===== src/rtl/swa_seq_pkg.sv =====
package swa_seq_pkg;
  typedef enum logic [2:0] {
    ST_IDLE,
    ST_DIS,
    ST_OVL,
    ST_ROR,
    ST_DOT2,
    ST_DONE
  } seq_st_e;
endpackage


===== src/rtl/swa_ph_timer.sv =====
// Phase window: busy for LEN cycles after start, or until abort while busy.
module swa_ph_timer #(
  parameter int LEN = 5
) (
  input  logic clk_i,
  input  logic rst_ni,
  input  logic start_i,
  input  logic abort_i,
  output logic busy_o,
  output logic end_o
);
  localparam int CW = $clog2(LEN + 1);

  logic          busy_q;
  logic [CW-1:0] cnt_q;

  assign end_o  = busy_q & (abort_i | (cnt_q == CW'(LEN - 1)));
  assign busy_o = busy_q;

  always_ff @(posedge clk_i or negedge rst_ni) begin
    if (!rst_ni) begin
      busy_q <= 1'b0;
      cnt_q  <= '0;
    end else if (start_i) begin
      busy_q <= 1'b1;
      cnt_q  <= '0;
    end else if (end_o) begin
      busy_q <= 1'b0;
    end else if (busy_q) begin
      cnt_q <= cnt_q + CW'(1);
    end
  end
endmodule


===== src/rtl/swa_win_addr.sv =====
module swa_win_addr #(
  parameter int N_TILE    = 16,
  parameter int TILE_COLS = 64
) (
  input  logic                         clk_i,
  input  logic                         rst_ni,
  input  logic                         adv_i,
  input  logic                         wr_en_i,
  output logic [N_TILE-1:0]            tile_sel_o,
  output logic [$clog2(TILE_COLS)-1:0] col_o
);
  localparam int COL_W  = $clog2(TILE_COLS);
  localparam int TILE_W = $clog2(N_TILE);
  localparam int IDX_W  = COL_W + TILE_W;
  localparam int WIN    = N_TILE * TILE_COLS;

  logic [IDX_W-1:0]  idx_q;
  logic [TILE_W-1:0] tile_idx;

  always_ff @(posedge clk_i or negedge rst_ni) begin
    if (!rst_ni)    idx_q <= '0;
    else if (adv_i) idx_q <= (idx_q == IDX_W'(WIN - 1)) ? '0 : idx_q + IDX_W'(1);
  end

  assign tile_idx = idx_q[IDX_W-1:COL_W];
  assign col_o    = idx_q[COL_W-1:0];

  for (genvar g = 0; g < N_TILE; g++) begin : g_tile
    assign tile_sel_o[g] = wr_en_i & (tile_idx == TILE_W'(g));
  end
endmodule


===== src/rtl/swa_step_ctrl.sv =====
module swa_step_ctrl
  import swa_seq_pkg::*;
(
  input  logic clk_i,
  input  logic rst_ni,
  input  logic step_req_i,
  input  logic dis_end_i,
  input  logic wr_busy_i,
  input  logic wr_end_i,
  input  logic q_busy_i,
  input  logic q_end_i,
  input  logic ror_end_i,
  input  logic d2_end_i,
  output logic dis_start_o,
  output logic ovl_start_o,
  output logic ror_start_o,
  output logic d2_start_o,
  output logic step_done_o
);
  seq_st_e st_q, st_d;
  logic    pend_q, pend_d;
  logic    go, wr_fin, q_fin;

  assign go     = step_req_i | pend_q;
  assign wr_fin = ~wr_busy_i | wr_end_i;
  assign q_fin  = ~q_busy_i | q_end_i;

  always_comb begin
    st_d        = st_q;
    pend_d      = pend_q | step_req_i;
    dis_start_o = 1'b0;
    ovl_start_o = 1'b0;
    ror_start_o = 1'b0;
    d2_start_o  = 1'b0;
    unique case (st_q)
      ST_IDLE: begin
        pend_d = 1'b0;
        if (go) begin
          st_d        = ST_DIS;
          dis_start_o = 1'b1;
        end
      end
      ST_DIS: if (dis_end_i) begin
        st_d        = ST_OVL;
        ovl_start_o = 1'b1;
      end
      // write and query run together; leave when both are over
      ST_OVL: if (wr_fin && q_fin) begin
        st_d        = ST_ROR;
        ror_start_o = 1'b1;
      end
      ST_ROR: if (ror_end_i) begin
        st_d       = ST_DOT2;
        d2_start_o = 1'b1;
      end
      ST_DOT2: if (d2_end_i) st_d = ST_DONE;
      ST_DONE: begin
        pend_d = 1'b0;
        if (go) begin
          st_d        = ST_DIS;
          dis_start_o = 1'b1;
        end else begin
          st_d = ST_IDLE;
        end
      end
      default: st_d = ST_IDLE;
    endcase
  end

  always_ff @(posedge clk_i or negedge rst_ni) begin
    if (!rst_ni) begin
      st_q   <= ST_IDLE;
      pend_q <= 1'b0;
    end else begin
      st_q   <= st_d;
      pend_q <= pend_d;
    end
  end

  assign step_done_o = (st_q == ST_DONE);
endmodule


===== src/rtl/swa_step_seq.sv =====
module swa_step_seq #(
  parameter int DIS_CYC   = 5,
  parameter int WR_CYC    = 10,
  parameter int QRY_CYC   = 15,
  parameter int ROR_CYC   = 2,
  parameter int DOT2_CYC  = 42,
  parameter int N_TILE    = 16,
  parameter int TILE_COLS = 64,
  localparam int COL_W    = $clog2(TILE_COLS)
) (
  input  logic              clk_i,
  input  logic              rst_ni,
  input  logic              step_req_i,
  input  logic              qry_done_i,
  input  logic              dot2_done_i,
  output logic              dis_en_o,
  output logic              wr_en_o,
  output logic              q_en_o,
  output logic              ro_rst_o,
  output logic              v_en_o,
  output logic [N_TILE-1:0] tile_sel_o,
  output logic [COL_W-1:0]  col_o,
  output logic              step_done_o
);
  logic dis_start, ovl_start, ror_start, d2_start;
  logic dis_busy, dis_end, wr_busy, wr_end, q_busy, q_end;
  logic ror_busy, ror_end, d2_busy, d2_end;

  swa_step_ctrl u_ctrl (
    .clk_i       (clk_i),
    .rst_ni      (rst_ni),
    .step_req_i  (step_req_i),
    .dis_end_i   (dis_end),
    .wr_busy_i   (wr_busy),
    .wr_end_i    (wr_end),
    .q_busy_i    (q_busy),
    .q_end_i     (q_end),
    .ror_end_i   (ror_end),
    .d2_end_i    (d2_end),
    .dis_start_o (dis_start),
    .ovl_start_o (ovl_start),
    .ror_start_o (ror_start),
    .d2_start_o  (d2_start),
    .step_done_o (step_done_o)
  );

  swa_ph_timer #(.LEN(DIS_CYC)) u_dis_tmr (
    .clk_i(clk_i), .rst_ni(rst_ni), .start_i(dis_start), .abort_i(1'b0),
    .busy_o(dis_busy), .end_o(dis_end));

  swa_ph_timer #(.LEN(WR_CYC)) u_wr_tmr (
    .clk_i(clk_i), .rst_ni(rst_ni), .start_i(ovl_start), .abort_i(1'b0),
    .busy_o(wr_busy), .end_o(wr_end));

  swa_ph_timer #(.LEN(QRY_CYC)) u_q_tmr (
    .clk_i(clk_i), .rst_ni(rst_ni), .start_i(ovl_start), .abort_i(qry_done_i),
    .busy_o(q_busy), .end_o(q_end));

  swa_ph_timer #(.LEN(ROR_CYC)) u_ror_tmr (
    .clk_i(clk_i), .rst_ni(rst_ni), .start_i(ror_start), .abort_i(1'b0),
    .busy_o(ror_busy), .end_o(ror_end));

  swa_ph_timer #(.LEN(DOT2_CYC)) u_d2_tmr (
    .clk_i(clk_i), .rst_ni(rst_ni), .start_i(d2_start), .abort_i(dot2_done_i),
    .busy_o(d2_busy), .end_o(d2_end));

  swa_win_addr #(.N_TILE(N_TILE), .TILE_COLS(TILE_COLS)) u_win (
    .clk_i      (clk_i),
    .rst_ni     (rst_ni),
    .adv_i      (step_done_o),
    .wr_en_i    (wr_busy),
    .tile_sel_o (tile_sel_o),
    .col_o      (col_o)
  );

  assign dis_en_o = dis_busy;
  assign wr_en_o  = wr_busy;
  assign q_en_o   = q_busy;
  assign ro_rst_o = ror_busy;
  assign v_en_o   = d2_busy;
endmodule


===== config.mk =====
export PLATFORM = sky130hd
export DESIGN_NAME = swa_step_seq
export DESIGN_NICKNAME = d
export VERILOG_FILES = /design/src/rtl/swa_seq_pkg.sv /design/src/rtl/swa_ph_timer.sv /design/src/rtl/swa_win_addr.sv /design/src/rtl/swa_step_ctrl.sv /design/src/rtl/swa_step_seq.sv
export SDC_FILE = /design/constraint.sdc
export NUM_CORES = 1
export LEC_CHECK = 0
export ABC_AREA = 1
export CELL_PAD_IN_SITES_DETAIL_PLACEMENT = 0
export CELL_PAD_IN_SITES_GLOBAL_PLACEMENT = 1
export CORE_ASPECT_RATIO = 1.2
export CORE_MARGIN = 2
export CORE_UTILIZATION = 46
export CTS_CLUSTER_SIZE = 20
export DETAILED_ROUTE_END_ITERATION = 8
export DONT_BUFFER_PORTS = 1
export GPL_TIMING_DRIVEN = 0
export HOLD_SLACK_MARGIN = 0.03
export PLACE_DENSITY = 0.86
export RECOVER_POWER = 100
export SKIP_LAST_GASP = 1
export SLEW_MARGIN = 40
export SYNTH_ARGS = -nofsm -noshare
export SYNTH_HDL_FRONTEND = slang
export SYNTH_HIERARCHICAL = 1
export SYNTH_SLANG_ARGS = --single-unit

===== constraint.sdc =====
create_clock -name clk_i -period 2.27 [get_ports clk_i]
set_clock_uncertainty 0.05 [all_clocks]
set_input_delay 0.1135 -clock clk_i [delete_from_list [all_inputs] [get_ports clk_i]]
set_output_delay 0.1135 -clock clk_i [all_outputs]
set_load 0.02 [all_outputs]

==> results of run 1 <==
[flip-flops by register name (all words and copies together), names as in the netlist]
signal	flops
u_ctrl/pend_q	1
u_wr_tmr/busy_o	1
u_dis_tmr/busy_o	1
u_d2_tmr/busy_o	1
u_q_tmr/cnt_q	4
u_wr_tmr/cnt_q	4
u_win/idx_q	10
u_ror_tmr/busy_o	1
u_d2_tmr/cnt_q	6
u_dis_tmr/cnt_q	3
u_ror_tmr/cnt_q	2
u_q_tmr/busy_o	1
u_ctrl/st_q	3
[per-stage QoR]
step	setup TNS (ns)	power, mW	hold slack, ns	setup slack, ns
global placement	-0.471	2.20	-0.231	-0.102
floorplan	0	2.02	-0.232	0.342
CTS	0	2.76	0.236	0.0617
finish	0	2.65	0.457	0.249
detailed placement	-0.415	2.23	-0.231	-0.103
global route	0	2.94	0.505	0.0386
[Yosys cell counts, types with 5 or more instances]
master,n,area (sq um)
nand2_1,81,304
nand2_2,5,31.3
inv_1,44,165
xor2_1,7,61.3
nor2_2,7,43.8
nand4_1,8,50.1
buf_4,6,45.0
ha_1,10,125
nand3_1,32,160
nor2_1,46,173
dfrtp_1,38,951
nand3_2,9,90.1
inv_2,5,18.8
[metal layers]
metal	share of wire, %	track usage [%]	vias to the layer above
met4	1.4	5.32	0
met1	45	19.8	929
met3	3.8	3.84	8
met5	0	0	-
met2	50	30.1	34
li1	-	-	1038
[repair_timing]
item	4_1_cts	5_1_grt
endpoints found under the setup margin	8	7
gates resized for setup	1	1
pin swaps	0	0
setup buffers	0	0
hold buffers	5	0
hold endpoints to repair	43	0
[logic make-up after synthesis]
family                   Yosys count  share of synthesized area, %
flip-flops                        38                          38.4
XOR/XNOR                          10                          3.53
adder cells (fa/ha/maj)           10                          5.05
AND/OR/NAND/NOR                  201                          39.9
buffers and inverters             58                          10.4
AO/OA/AOI/OAI                     11                          2.57
other                              1                         0.151
[path summary, 6_finish.rpt]
kind	startpoint	to	slack (ns)	depth (start not counted)
worst max-delay path	u_dis_tmr/cnt_q[0]$_DFFE_PN0P_	u_q_tmr/cnt_q[2]$_DFFE_PN0P_	0.25	11
worst min-delay path	u_ror_tmr/cnt_q[1]$_DFFE_PN0P_	u_ror_tmr/cnt_q[1]$_DFFE_PN0P_	0.46	2
worst max register to register	u_dis_tmr/cnt_q[0]$_DFFE_PN0P_	u_q_tmr/cnt_q[2]$_DFFE_PN0P_	0.25	11
worst min register to register	u_ror_tmr/cnt_q[1]$_DFFE_PN0P_	u_ror_tmr/cnt_q[1]$_DFFE_PN0P_	0.46	2
max in group asynchronous	rst_ni	u_d2_tmr/cnt_q[3]$_DFFE_PN0P_	1.09	2
min in group asynchronous	rst_ni	u_q_tmr/busy_o$_DFFE_PN0P_	0.48	2
[cells in the final DEF, fill, tap and decap left out, drive strengths merged, types with 2 or more instances in the layout]
master       count
xor2             7
a21oi            3
nand3           42
inv             49
nor2            57
xnor2            3
or2              2
dlygate4sd3      4
clkbuf          13
ha              10
clkinv           3
a21boi           2
nand4            8
conb             3
nand2           90
dfrtp           38
o21ai            6
[worst max-delay path: stages, from the launching register on]
cell and delay [ns]:
dfrtp_1 0.41, inv_1 0.07, ha_1 0.15, nand2_2 0.06, a21boi_1 0.27, inv_1 0.09
nor2_2 0.34, inv_1 0.17, nand2_4 0.11, inv_1 0.08, nand2_1 0.06, nand2_1 0.05
[area by class of cell]
class | instances | area share (%)
Multi-Input combinational cell | 235 | 47.1
Buffer | 6 | 0.851
Clock buffer | 6 | 3.12
Inverter | 52 | 7.90
Tap cell | 62 | 2.93
Timing Repair Buffer | 5 | 1.70
Clock inverter | 2 | 0.473
Sequential cell | 38 | 35.9
[power breakdown]
group          total [mW]  internal [mW]  switching [mW]
registers            1.18          0.881           0.302
logic               0.981          0.383           0.598
clock network       0.489          0.244           0.244
==> results.md, run 1 <==
- Pwr dens: ~1000 nW/um^2
- Die area: 5990 sq um
- Final core occ: 50.3%
- RSZ-0062 raised after global routing: no
- CP Class: flip-flop to flip-flop
- CTS Buf Count: 5
- Worst Path Max Fanout: 8
- HP Class: flip-flop to flip-flop
- Post-Syn Area: 2480 sq um
- Mean area per synthesized cell: about 7.5 sq um
- Rows: 29
- Post-synth EDFFs: 0
- Clock Path Buffers: 2
- Vias in the first global route: approximately 2,000
- Crit path arrival time: 2.15 ns
- Dpl cell area: around 2600 sq um
- GR Overflow Total: 0
- Vias after detailed routing: roughly 2,000
- Final Cycle Share: 89.0%
- First-pass GRT wire length: 8300 microns
- Placed cells: 393
- CTS sink count: 38
- Register area: roughly 950 sq um
- Initial core utilization: between 40% and 50%
- Chip width: 71.0 microns
- Leakage power: 1.34 nW
- Final WL: between 4000 and 5000 microns
- Drt first pass iters: 4
- Slew HR: 35.9%
- Crit path capture type: flip-flop
- Slew @ Worst Pin: around 0.96 ns
- Post-Layout Cell Count: approximately 400
- CTS root buf: clkbuf_8
- WP data required: 2.40 ns
- CTS tree: done
- Port Buffers: 0
- H-tree depth: 2
- ANT cells: 0
- Async set or reset register ratio after synthesis: 100%
- Skew-Pair Late Insertion Delay: approximately 0.29 ns
- Crit start category: flip-flop
- Initial DRC count: 72
- Final Hold Violating Endpoints: 0
- Clock-pin slew on the worst setup and hold paths: around 0.080 ns
- Post-synthesis sequential area ratio: between 30% and 40%
- Initial antenna violation count: 0
- Fin area: about 2600 sq um
- Clock period minus worst slack: around 2.0 ns
- Layout Nets: around 360
- Core Region: 5260 sq um
- DR WL/cell: between 10 and 15 microns
- Status: finished clean
- Remaining antenna violation count: 0
- GRT Overall Usage: between 10% and 20%
- # Max-Cap Violations: 0
- Synth Instances: around 330
- Maximum VDD drop: between 0.5 and 0.6 mV
- Share of cells above drive strength 1: roughly 11%
- Multi-input gate area: about 1200 sq um
- Ports: 33
- Yosys reg bits: 38
- Ys Warns: 6
- Yosys cell types: 29
- Chip Height: ~84 microns
- Hpwl dp: approximately 3400 microns
- Placer Congestion: about 0.8
- Filler Cell Count: roughly 540
- Pins Over Slew Limit: 0
- F_max: about 0.49 GHz
- Maximum number of pins on one net before global-route repair: 39
- Layout area overhead: 6.76%
- Final setup fails: 0
- Synth Flop Type: dfrtp_1
- Post-route DRC: 0
- Via/cell ratio: 4.95
No activity file was read; power rests on OpenSTA's default activity.
==> run 2, diff against run 1 <==
--- a/config.mk
+++ b/config.mk
@@ -10,13 +10,13 @@
 export CELL_PAD_IN_SITES_GLOBAL_PLACEMENT = 1
 export CORE_ASPECT_RATIO = 1.2
 export CORE_MARGIN = 2
-export CORE_UTILIZATION = 46
+export CORE_UTILIZATION = 42
 export CTS_CLUSTER_SIZE = 20
 export DETAILED_ROUTE_END_ITERATION = 8
 export DONT_BUFFER_PORTS = 1
 export GPL_TIMING_DRIVEN = 0
 export HOLD_SLACK_MARGIN = 0.03
-export PLACE_DENSITY = 0.86
+export PLACE_DENSITY = 0.83
 export RECOVER_POWER = 100
 export SKIP_LAST_GASP = 1
 export SLEW_MARGIN = 40
==> constraint.sdc (replaced) <==
create_clock -name clk_i -period 1.7 [get_ports clk_i]
set_clock_uncertainty 0.05 [all_clocks]
set_input_delay 0.085 -clock clk_i [delete_from_list [all_inputs] [get_ports clk_i]]
set_output_delay 0.085 -clock clk_i [all_outputs]
set_load 0.02 [all_outputs]
==> results.md, run 2 (synthesis gave the netlist of run 1 again) <==
- Drt first pass iters: 6 (+2)
- # Max-Cap Violations: 0 (unchanged)
- DR WL/cell: 11.2 microns (+0.71%)
- Status: finished clean
- Worst Path Max Fanout: 8 (unchanged)
- Largest register FFs: 10 (unchanged)
- Clock-pin slew on the worst setup and hold paths: 0.07 ns (about the same)
- Layout area overhead: 20.1%
- Top reg by flops: u_win/idx_q
- Crit path cell chain: inv_2 > nand2_1 > nor2_4 > nand2_2 > nor2_4 > nand3_2 > nor2_1 > nor2_1 > nor2_2
- Filler Cell Count: 554 (+3.0%)
- Initial antenna violation count: 0 (unchanged)
- Final Cycle Share: 94.0% (+4.9 points)
- Post-route DRC: 0 (unchanged)
- Place WS: -0.194 ns (-0.0906 ns)
- Met3 GRT Util: 2.99% (-0.85 points)
- Crit start category: flip-flop
- WP data required: 1.87 ns (-0.53 ns)
- Clock Path Buffers: 2 (unchanged)
- Placer Congestion: 0.825 (+5.1%)
- Worst hold start: u_ror_tmr/cnt_q[1]$_DFFE_PN0P_
- ANT cells: 0 (unchanged)
- Initial DRC count: 91 (+26%)
- R2r setup slk: 0.10 ns (-0.15 ns)
- Chip width: 74.1 microns (+4.4%)
- CTS tree: done
- Crit path arrival time: 1.77 ns (-0.38 ns)
- Reg-to-reg endpoint: u_win/idx_q[9]$_DFFE_PN0P_
- Reg2reg path depth: 9 (-2)
- Placed cells: 411 (+4.6%)
- WHS Endpoint: u_ror_tmr/cnt_q[1]$_DFFE_PN0P_
- Setup ws final: 0.102 ns (-0.146 ns)
- Slew @ Worst Pin: 0.976 ns (+0.0143 ns)
- Final setup fails: 0 (unchanged)
- HP Class: flip-flop to flip-flop
- CTS Buf Count: 5 (unchanged)
- Crit path capture type: flip-flop
- Final WL: 4970 microns (+9.9%)
- H-tree depth: 2 (unchanged)
- GR Overflow Total: 0 (unchanged)
- GR Layer Usage met2: 27.5% (-2.6 points)
- Slew HR: 34.9% (-0.95 points)
- GRT Overall Usage: 16.1% (-0.73 points)
- Crit-path slowest cell: dfrtp_2
- Pwr dens: 1350 nW/um^2 (+35%)
- Crit Reg-Reg Startpoint: u_ctrl/st_q[1]$_DFFE_PN0P_
- Die area: 6530 sq um (+9.0%)
- Chip Height: 88.2 microns (+4.4%)
- Skew-Pair Late Insertion Delay: 0.29 ns (about the same)
- Core Region: 5670 sq um (+7.7%)
- Vias in the first global route: 1,920 (-3.1%)
- Maximum number of pins on one net before global-route repair: 39 (unchanged)
- Via/cell ratio: 4.70 (-5.0%)
- Ports: 33 (unchanged)
- Hold path cells: 2 (unchanged)
- CTS sink count: 38 (unchanged)
- Clock period minus worst slack: 1.60 ns (-0.424 ns)
- First-pass GRT wire length: 8270 microns (-0.41%)
- Final Hold Violating Endpoints: 0 (unchanged)
- Hpwl dp: 3310 microns (-1.6%)
- CTS root buf: clkbuf_8
- CP Class: flip-flop to flip-flop
- GRT Max-Usage Layer: met2
- Vias after detailed routing: 2,082 (+3.6%)
- Post-Layout Cell Count: 443 (+9.1%)
- F_max: 0.626 GHz (+27%)
- Rows: 30 (+3.4%)
- Most common cell after layout, fill and taps aside: nand2_1
- Top flop regs: u_win/idx_q x10, u_d2_tmr/cnt_q x6
- Remaining antenna violation count: 0 (unchanged)
- Maximum VDD drop: 0.662 mV (+30%)
- Leakage power: 1.50 nW (+12%)
- Met1 Usage GRT: 19.7% (-0.14 points)
- Port Buffers: 0 (unchanged)
- Pins Over Slew Limit: 0 (unchanged)
- Share of cells above drive strength 1: 26.4% (+15 points)
- Initial core utilization: 43.7% (-3.4 points)
- Layout Nets: 377 (+5.3%)
- Most frequent cells in the layout: nand2_1 (77), nor2_1 (42), inv_1 (36)
- Crit path largest cell delay: 0.42 ns (about the same)
==> run 2: changes by cell type in the layout (fill, tap and decap cells not counted), moves of 4 or more <==
cell	before	now
nand2_1	83	77
dfrtp_2	0	6
inv_1	45	36
inv_2	4	12
dfrtp_1	38	32
nand2_4	3	7
buf_4	0	18
nor2_4	4	9
nor2_1	48	42
==> run 2: area by class of cell <==
| cell class | count | area, sq um | area share [%] |
|---|---|---|---|
| inverter | 52 | 213 | 7.15 |
| multi-input combinational | 235 | 1400 | 47.0 |
| tap | 80 | 100 | 3.36 |
| sequential | 38 | 958 | 32.2 |
| clock inverter | 1 | 5.00 | 0.168 |
| buffer | 6 | 22.5 | 0.757 |
| timing repair buffer | 24 | 191 | 6.43 |
| clock buffer | 7 | 86.3 | 2.90 |
==> run 2: repair_timing <==
| item | CTS | global route |
|---|---|---|
| gates resized for setup | 9 | 37 |
| hold buffers | 5 | 0 |
| buffers inserted | 3 | 16 |
| pin swaps | 3 | 14 |
| setup endpoints to repair | 28 | 44 |
| hold endpoints to repair | 43 | 0 |
==> run 2: worst max-delay path by stage <==
stage                              startpoint                        endpoint  slack, ns  cells past startpoint
2_1_floorplan      u_ctrl/st_q[1]$_DFFE_PN0P_      u_win/idx_q[5]$_DFFE_PN0P_       0.05                      8
3_3_place_gp   u_dis_tmr/cnt_q[0]$_DFFE_PN0P_    u_q_tmr/cnt_q[1]$_DFFE_PN0P_      -0.19                     11
3_5_place_dp       u_ctrl/st_q[1]$_DFFE_PN0P_      u_win/idx_q[5]$_DFFE_PN0P_      -0.19                      8
4_1_cts         u_wr_tmr/cnt_q[1]$_DFFE_PN0P_  u_ror_tmr/cnt_q[1]$_DFFE_PN0P_      0.002                     11
5_1_grt          u_q_tmr/cnt_q[0]$_DFFE_PN0P_      u_ctrl/st_q[2]$_DFFE_PN0P_      -0.02                     12
6_report           u_ctrl/st_q[1]$_DFFE_PN0P_      u_win/idx_q[9]$_DFFE_PN0P_       0.10                      9
==> run 2: metrics by stage <==
stage / hold slack [ns] / total power [mW] / util, % / TNS, ns / area [sq um]
finish: 0.471 / 4.03 / 52.5 / 0 / 2980
global placement: -0.260 / 2.95 / 45.8 / -3.70 / 2590
floorplan: -0.261 / 2.71 / - / 0 / 2490
CTS: 0.240 / 3.75 / 49.2 / 0 / 2790
global route: 0.509 / 4.41 / 52.5 / -0.0218 / 2980
detailed placement: -0.259 / 2.98 / 45.8 / -3.64 / 2590
==> run 2: power by group <==
group          internal (mW)  leakage (nW)  switching, mW
registers               1.19         0.495          0.396
clock network          0.327        0.0482          0.317
logic                  0.764         0.956           1.04
total                   2.28          1.50           1.75
==> run 2: critical path: cells and delay by family, from the launching register on <==
kind / cells / cell delay, ns
flip-flops: 1 / 0.42
AND/OR/NAND/NOR: 8 / 1.00
buffers and inverters: 1 / 0.07
==> run 2: metal layers <==
metal / vias to the layer above / part of all wire, %
met3: 6 / 4.2
met1: 957 / 44
met2: 41 / 50
met4: 0 / 1.3
li1: 1078 / -
met5: - / 0
